===== src/rtl/seq_timeout_ctr.sv =====
module seq_timeout_ctr #(
  parameter int CW = 30
) (
  input  logic          clk,
  input  logic          rst_n,
  input  logic          load,
  input  logic [CW-1:0] load_val,
  input  logic          seq_done,
  input  logic          host_abort,
  input  logic          cmd_stop,
  input  logic          halt,
  input  logic          clr_fin,
  input  logic          clr_err,
  output logic [CW-1:0] count,
  output logic          fin_flag,
  output logic          err_flag
);
  localparam logic [CW-1:0] ONE = CW'(1);

  logic          step;
  logic          expire;
  logic [CW-1:0] cnt_nxt;
  logic          unused_stop;

  assign unused_stop = cmd_stop;
  assign step   = !host_abort && !halt && !load && (count != '0);
  assign expire = step && (count == ONE);

  always_comb begin
    if (host_abort)  cnt_nxt = '0;
    else if (halt)   cnt_nxt = count;
    else if (load)   cnt_nxt = load_val;
    else if (step)   cnt_nxt = count - ONE;
    else             cnt_nxt = count;
  end

  always_ff @(posedge clk or negedge rst_n) begin
    if (!rst_n) begin
      count    <= '0;
      fin_flag <= 1'b0;
      err_flag <= 1'b0;
    end else begin
      count    <= cnt_nxt;
      fin_flag <= (fin_flag && !clr_fin) || expire;
      err_flag <= (err_flag && !clr_err) || (expire && !seq_done);
    end
  end
endmodule



===== config.mk =====
export PLATFORM = sky130hd
export DESIGN_NAME = seq_timeout_ctr
export DESIGN_NICKNAME = d
export VERILOG_FILES = /design/src/rtl/seq_timeout_ctr.sv
export SDC_FILE = /design/constraint.sdc
export NUM_CORES = 1
export LEC_CHECK = 0
export ABC_AREA = 1
export CAP_MARGIN = 30
export CORE_UTILIZATION = 54
export CTS_BUF_LIST = sky130_fd_sc_hd__clkbuf_8
export DETAILED_ROUTE_END_ITERATION = 6
export GPL_TIMING_DRIVEN = 0
export MAX_ROUTING_LAYER = met4
export PLACE_DENSITY = 0.95
export SETUP_SLACK_MARGIN = 0.15
export SYNTH_ARGS = -nofsm -noshare
export SYNTH_HDL_FRONTEND = slang
export SYNTH_SLANG_ARGS = --single-unit

===== constraint.sdc =====
create_clock -name clk -period 4.25 [get_ports clk]
set_clock_uncertainty 0.2 [all_clocks]
set_input_delay 0.85 -clock clk [delete_from_list [all_inputs] [get_ports clk]]
set_output_delay 0.85 -clock clk [all_outputs]
set_load 0.01 [all_outputs]

## Word level (Yosys, flattened, before mapping)

Index checks and enable logic that the tools add are counted.

| word-level totals | value |
|---|---|
| register bits | 32 |
| bits of input ports | 39 |

| cells by class | value |
|---|---|
| reduce and logical (&&, ||, !) cells | 18 |
| equality and inequality tests | 2 |
| muxes and demuxes | 4 |
| $add $sub $neg | 1 |

Operators with widths:

| cell | count |
|---|---|
| two-way mux 30 bit | 4 |
| equality test 30 x 1 -> 1 bit (second input constant) | 1 |
| nonzero test 30 bit | 1 |
| subtractor 30 x 1 -> 30 bit (second input constant) | 1 |
| logical AND 1 bit | 7 |
| logical NOT 1 bit | 6 |
| nonzero test 3 bit | 1 |
| logical OR 1 bit | 2 |
| inequality test 2 bit (second input constant) | 1 |
| AND reduction 2 bit | 1 |

## Longest topological paths before layout

Gate-level depths: netlist of the first run.

| depth | value |
|---|---|
| depth after elaboration | 8 |
| gate-level depth with buffers | 12 |
| mapped depth without buffers | 11 |

## Worst setup path after synthesis of the first run

OpenSTA, ideal clock, no wires.

| timing | value |
|---|---|
| kind | input to register |
| from | in load |
| to | reg count[7] |
| path slack | 2.276 ns |
| setup time | 0.123 ns |
| data required time | 3.927 ns |
| stages on the path | 6 |
| arrival | 1.651 ns |
| cells stage by stage | buf_2 inv_1 clkbuf_1 nand3_1 o21ai_0 o21ai_2 |

| on the way | value |
|---|---|
| cells in the longest elaborated chain, start to end | 5 |
| elaborated cells on any way between the ends | 8 |
| classes of those cells | mux (3); reduce/logical (5) |

RTL lines:

| what | RTL line | text |
|---|---|---|
| start: declaration | 6 | `input logic load,` |
| logical NOT 1 bit | 26 | `assign step = !host_abort && !halt && !load && (count != '0);` |
| logical AND 1 bit (2 in a row) | 26 |  |
| nonzero test 3 bit (no source line) | n/a |  |
| AND reduction 2 bit (no source line) | n/a |  |
| end signal: assignment | 43 | `count <= cnt_nxt;` |
| end: declaration | 14 | `output logic [CW-1:0] count,` |

Several ways; a longest one is shown, not always the timed one. The select of a mux whose other input is x is not followed.
A chain may end at the register's enable or synchronous reset.

## Worst setup path in the final report of the first run

| timing | value |
|---|---|
| from | in load |
| to | reg count[11] |

Same word-level chain as after synthesis.

==> flow_summary.yaml, run 1 <==
status:
  outcome: "completed"
synthesis:
  yosys_warnings: 0
  yosysMostFrequentCell: "nand2_1"
  synth-main-ff-cell: "dfrtp_1"
  synth-edff-count: 0
  synth_top_cell_by_area: "dfrtp_1"
  synth_cells: 393
  yosys.area.top_type_share_pct: 32.11
  syn_area_mm2: 0.002494
  synth.top_cells.by_count: "131 x nand2_1, 77 x nor2_1, 32 x dfrtp_1"
  synth_nets: 434
  synthTopCellsByArea: "dfrtp_1 32%, nand2_1 20%, nor2_1 12%"
  avgSynthCellArea_um2: 6.345
  yosysSeqAreaShare_pct: 32.11
  synth.ff_latch_count: 32
  postSynth.asyncResetShare_pct: 100.0
  yosysUniqueCellTypes: 30
worst_setup_path:
  worst-path-max-fanout: 10
  critPathRequiredTime_ns: 4.27
  r2r_slack_ns: 2.13
  setup.worst_path.end_class: "register"
  r2r.worst_path.cells: 12
  reg2reg_to: "count[26]"
  crit_arrival_ns: 2.58
  cp-start-kind: "input port"
  r2r-start: "count[0]"
  critPathKind: "in2reg"
placement:
  gp_congestion: 0.9298
  io_buffers: 69
  hpwl_um: 5867
global_route:
  grt_pass1_vias: 2891
  grt.total_usage_pct: 34.99
  grt_max_degree: 33
  grt_pass1_wl_um: 13130
  antenna_found_initial: 0
  grt_overflow: 0
route:
  via_per_inst: 5.682
  drc: 0
  vias: 2966
  ant_nets: 0
  wl_per_cell_um: 15.06
  dr.pass1.iters: 5
  drt-total-wl_um: 7861
  drtIter0Drc: 263
clock_network:
  clockBufferDepth: 2
  cts_buffers: 5
  cts_root_buffer: "clkbuf_8"
  cts_tree: "done"
  post_cts_buffers: 0
  hold_buffers: 0
  clock-sinks: 32
  cts_max_level: 2
  cts_resized: 0
  insertion_delay_ns: 0.29
  clk_pin_slew_ns: 0.08
worst_hold_path:
  hold_end: "fin_flag"
  hold_start: "fin_flag"
  hold_path_depth: 2
  min_path_type: "reg2reg"
final_layout:
  drive_above_1_share_pct: 9.362
  areaGrowthSynthToFinish_pct: 35.17
  antenna_cells: 0
  fin_nets: 510
sta:
  rsz0062_at_grt: "false"
  setup_violations: 0
  slew_viol_final: 0
  worst_pin_slew_ns: 0.7689
  min_period_over_period_pct: 60.12
  period_minus_slack_ns: 2.555
  fmax_ghz: 0.3914
  fin_hold_ws_ns: 0.3299
  slew_headroom_pct: 48.74
  tns_ns: 0
  hold_viol_final: 0
floorplanning:
  die_area_mm2: 0.004894
  die_x_um: 69.96
  die_h_um: 69.96
  io_pins: 71
  rows: 24
  core_area_mm2: 0.004384
  start_util_pct: 56.88
power_and_ir_drop:
  power_density_mw_per_mm2: 321.6
  p_leak_nw: 1.624
  vdd_ir_drop_max_mv: 0.1753
job:
  cap_violations: 0
worst max path at each step:
stage / to / depth (start not counted) / start / slack [ns]
6_report: count[11] / 8 / load / 1.70
5_1_grt: count[1] / 6 / load / 1.58
4_1_cts: count[7] / 6 / load / 1.75
3_5_place_dp: count[7] / 6 / load / 1.47
3_3_place_gp: count[7] / 1 / rst_n / 1.47
2_1_floorplan: count[7] / 6 / load / 2.28
sequential cells by signal, summed over array words and instances, names as in the netlist:
signal    cells
err_flag      1
count        30
fin_flag      1
logic make-up after synthesis:
logic type / share of synthesized area (%)
AO/OA/AOI/OAI: 8.380
XOR/XNOR: 2.107
adder cells (fa/ha/maj): 1.003
buffers and inverters: 8.379
flip-flops: 32.11
AND/OR/NAND/NOR: 48.02
placed cells by master, fill, tap and decap left out, types with 2 or more instances in the layout:
cell,instances
or2_2,3
buf_2,3
xor2_1,4
clkdlybuf4s50_1,68
inv_1,30
o21ai_0,24
nand2_2,5
nand3_2,2
o21ai_1,6
nor2_4,5
nand2_4,2
nor2_1,77
o21ai_2,2
ha_1,2
clkbuf_1,3
a21oi_1,7
nand3_1,30
clkbuf_8,8
nand4_1,6
nand2_1,131
dfrtp_1,32
nor2_2,7
buf_6,2
xnor2_1,2
nor3_1,2
metal layers:
metal	routed length, µm	vias to the layer above	track usage (%)
li1	-	1399	-
met1	3157	1360	42.56
met2	3764	173	56.20
met3	674	34	5.916
met4	265	0	17.33
met5	0	-	-
power by group:
group | leakage (nW) | total (W) | switching (W) | internal (W)
logic | 1.13 | 0.000380 | 0.000222 | 0.000158
clock network | 0.0645 | 0.000335 | 0.000128 | 0.000207
registers | 0.427 | 0.000368 | 0.0000408 | 0.000328
critical path, cell delays in order:
cell             delay (ns)
clkdlybuf4s50_1        0.44
buf_2                  0.21
inv_1                  0.17
clkbuf_1               0.44
nand3_1                0.18
nand2_1                0.11
nand2_1                0.07
o21ai_1                0.10
through the flow:
step	total power (W)	cell area [µm²]	setup WS, ns	util (%)	instances
4_1_cts	0.001074	3371	1.751	76.88	522
2_1_floorplan	0.0005926	2494	2.276	-	393
3_3_place_gp	0.0007356	3249	1.471	74.12	514
3_5_place_dp	0.0007446	3244	1.467	74.00	514
5_1_grt	0.001138	3371	1.584	76.88	522
6_report	0.001084	3371	1.695	76.88	522
final cells by class:
| class | instances | area, µm² |
|---|---|---|
| fillers | 351 | 1013 |
| flip-flops and latches | 32 | 800.8 |
| plain buffers | 10 | 92.59 |
| clock inverters | 1 | 30.03 |
| inverters | 31 | 116.4 |
| well taps | 52 | 65.06 |
| multi-input cells | 320 | 1484 |
| repair buffers | 69 | 685.7 |
| clock buffers | 7 | 96.34 |
Power figures use the tool's default switching activity.
==> run 2, diff against run 1 <==
- CORE_UTILIZATION: 54 -> 45
- PLACE_DENSITY: 0.95 -> 0.85
- clock period: 4.25 -> 2.25 ns (I/O delays scaled with it)
==> run 2 against run 1 <==
  * Core utilization is 12 points lower
  * Via count is 4.1% lower
  * Count of clock-buffer cells in the layout is 2 lower
  * Register-to-register slack worse by 1.8 ns
  * Worst setup slack worse by 1.5 ns
  * Flip-flop and latch count stayed put
  * Global-route usage is 6.4 points lower
  * Clock power is 31% higher
  * Sequential power is 89% higher
  * Die area is 19% higher
  * Wire length is 1.3% lower
  * Sequential share of layout area is 0.13 points lower
  * Largest power group unchanged
==> flow_summary.yaml, run 2 (synthesis results as in run 1) <==
clock_network:
  insertion_delay_ns: 0.29
  cts_max_level: 2
  cts_tree: "done"
  clockBufferDepth: 2
  cts_root_buffer: "clkbuf_8"
  clk_pin_slew_ns: 0.07
  clock-sinks: 32
  hold_buffers: 0
  cts_buffers: 5
placement:
  io_buffers: 69
  detailed_place.area_mm2: 0.003267
  place_inst: 532
  gp_congestion: 0.9728
  hpwl_um: 5836
floorplanning:
  die_h_um: 76.44
  rows: 26
  io_pins: 71
  die_area_mm2: 0.005843
  die_x_um: 76.44
  core_area_mm2: 0.005238
  start_util_pct: 47.61
worst_setup_path:
  critPathKind: "reg2out"
  crit_arrival_ns: 1.36
  cpMaxStageDelayCell: "clkdlybuf4s50_1"
  path_delay_family: "buffers and inverters"
  cp_num_buf_inv: 1
  crit_chain: "clkdlybuf4s50_1"
  worst-path-max-fanout: 6
  setup.worst_path.end_class: "output port"
  critPathRequiredTime_ns: 1.60
  cp-start-kind: "register"
  slowest_delay_ns: 0.59
route:
  dr.pass1.iters: 5
  vias: 2843
  ant_nets: 0
  drt-total-wl_um: 7762
  drc: 0
  via_per_inst: 5.245
  drtIter0Drc: 229
  wl_per_cell_um: 14.32
final_layout:
  areaGrowthSynthToFinish_pct: 36.33
  fin_util_pct: 64.91
  fin_nets: 513
  mostFrequentLayoutCell: "nand2_1"
  largest_reg_flops: 30
  num-fill-cells: 484
  antenna_cells: 0
  top_regs: "count x30, err_flag x1, fin_flag x1"
  layout_common_cells: "130 x nand2_1, 74 x nor2_1, 68 x clkdlybuf4s50_1"
  final_cells: 542
  drive_above_1_share_pct: 11.86
  largest_register: "count"
  design_area_mm2: 0.003400
worst_hold_path:
  min_path_type: "in2async"
sta:
  worst_pin_slew_ns: 0.7326
  slew_viol_final: 0
  period_minus_slack_ns: 2.013
  slew_headroom_pct: 51.16
  hold_viol_final: 0
  rsz0062_at_grt: "true"
  setup_violations: 0
  min_period_over_period_pct: 89.47
  tns_ns: 0
  fmax_ghz: 0.4968
global_route:
  grt.total_usage_pct: 28.61
  busiest_layer: "met2"
  grt_pass1_vias: 2671
  use_met3_pct: 4.072
  use_met1_pct: 36.77
  antenna_found_initial: 0
  grt_util_met2_pct: 45.86
  grt_max_degree: 33
  grt_pass1_wl_um: 12850
  grt_overflow: 0
power_and_ir_drop:
  p_leak_nw: 1.623
  power_density_mw_per_mm2: 551.7
  vdd_ir_drop_max_mv: 0.3074
job:
  cap_violations: 0
status:
  outcome: "completed"
[run 2: cell type report]
class | instances | area [µm²] | share of cell area [%]
buffer | 10 | 96.34 | 2.834
sequential | 32 | 803.3 | 23.63
inverter | 31 | 116.4 | 3.423
timing repair buffer | 72 | 708.2 | 20.83
clock buffer | 5 | 68.82 | 2.024
multi-input combinational | 320 | 1506 | 44.31
tap | 70 | 87.58 | 2.576
clock inverter | 2 | 12.51 | 0.3681
[run 2: path summary, 6_finish.rpt]
check	startpoint	end	slack, ns	depth (start not counted)
max	count[7]	count[7]	0.24	1
min	rst_n	count[4]	0.02	1
max reg2reg	count[6]	count[25]	0.28	10
min reg2reg	count[1]	count[1]	0.32	2
max in group asynchronous	rst_n	count[21]	1.32	1
min in group clk	count[1]	count[1]	0.32	2
[run 2: report_power, final]
part	switching [W]	leakage [nW]	internal, W
logic	0.000425	1.16	0.000314
registers	0.0000772	0.424	0.000620
clock network	0.000230	0.0400	0.000209
total	0.000732	1.62	0.00114
[run 2: routing by layer]
layer | part of all wire [%] | up-vias
li1 | - | 1398
met1 | 44 | 1300
met2 | 47 | 135
met3 | 7.9 | 10
met4 | 1.3 | 0
met5 | 0 | -
[run 2: metrics by stage]
| stage | power (W) | hold slack, ns | setup WS (ns) |
|---|---|---|---|
| 2_1_floorplan | 0.001119 | -0.04559 | 0.3629 |
| 3_3_place_gp | 0.001394 | 0.3031 | -0.1189 |
| 3_5_place_dp | 0.001409 | 0.3074 | -0.1619 |
| 4_1_cts | 0.001851 | 0.04186 | 0.1620 |
| 5_1_grt | 0.001984 | 0.07241 | 0.1263 |
| 6_report | 0.001876 | 0.01578 | 0.2370 |
[run 2: repair_timing]
item                                    CTS  global route
pin swaps                                 1             1
buffers inserted                          0             3
resized for setup                         1            12
endpoints found under the hold margin     0             0
endpoints found under the setup margin    3            30
==> run 3, diff against run 2 <==
- ABC_CLOCK_PERIOD_IN_PS: default -> 2250
==> results of run 3 <==
Final layout, timing and power as in run 2 (identical DEF).
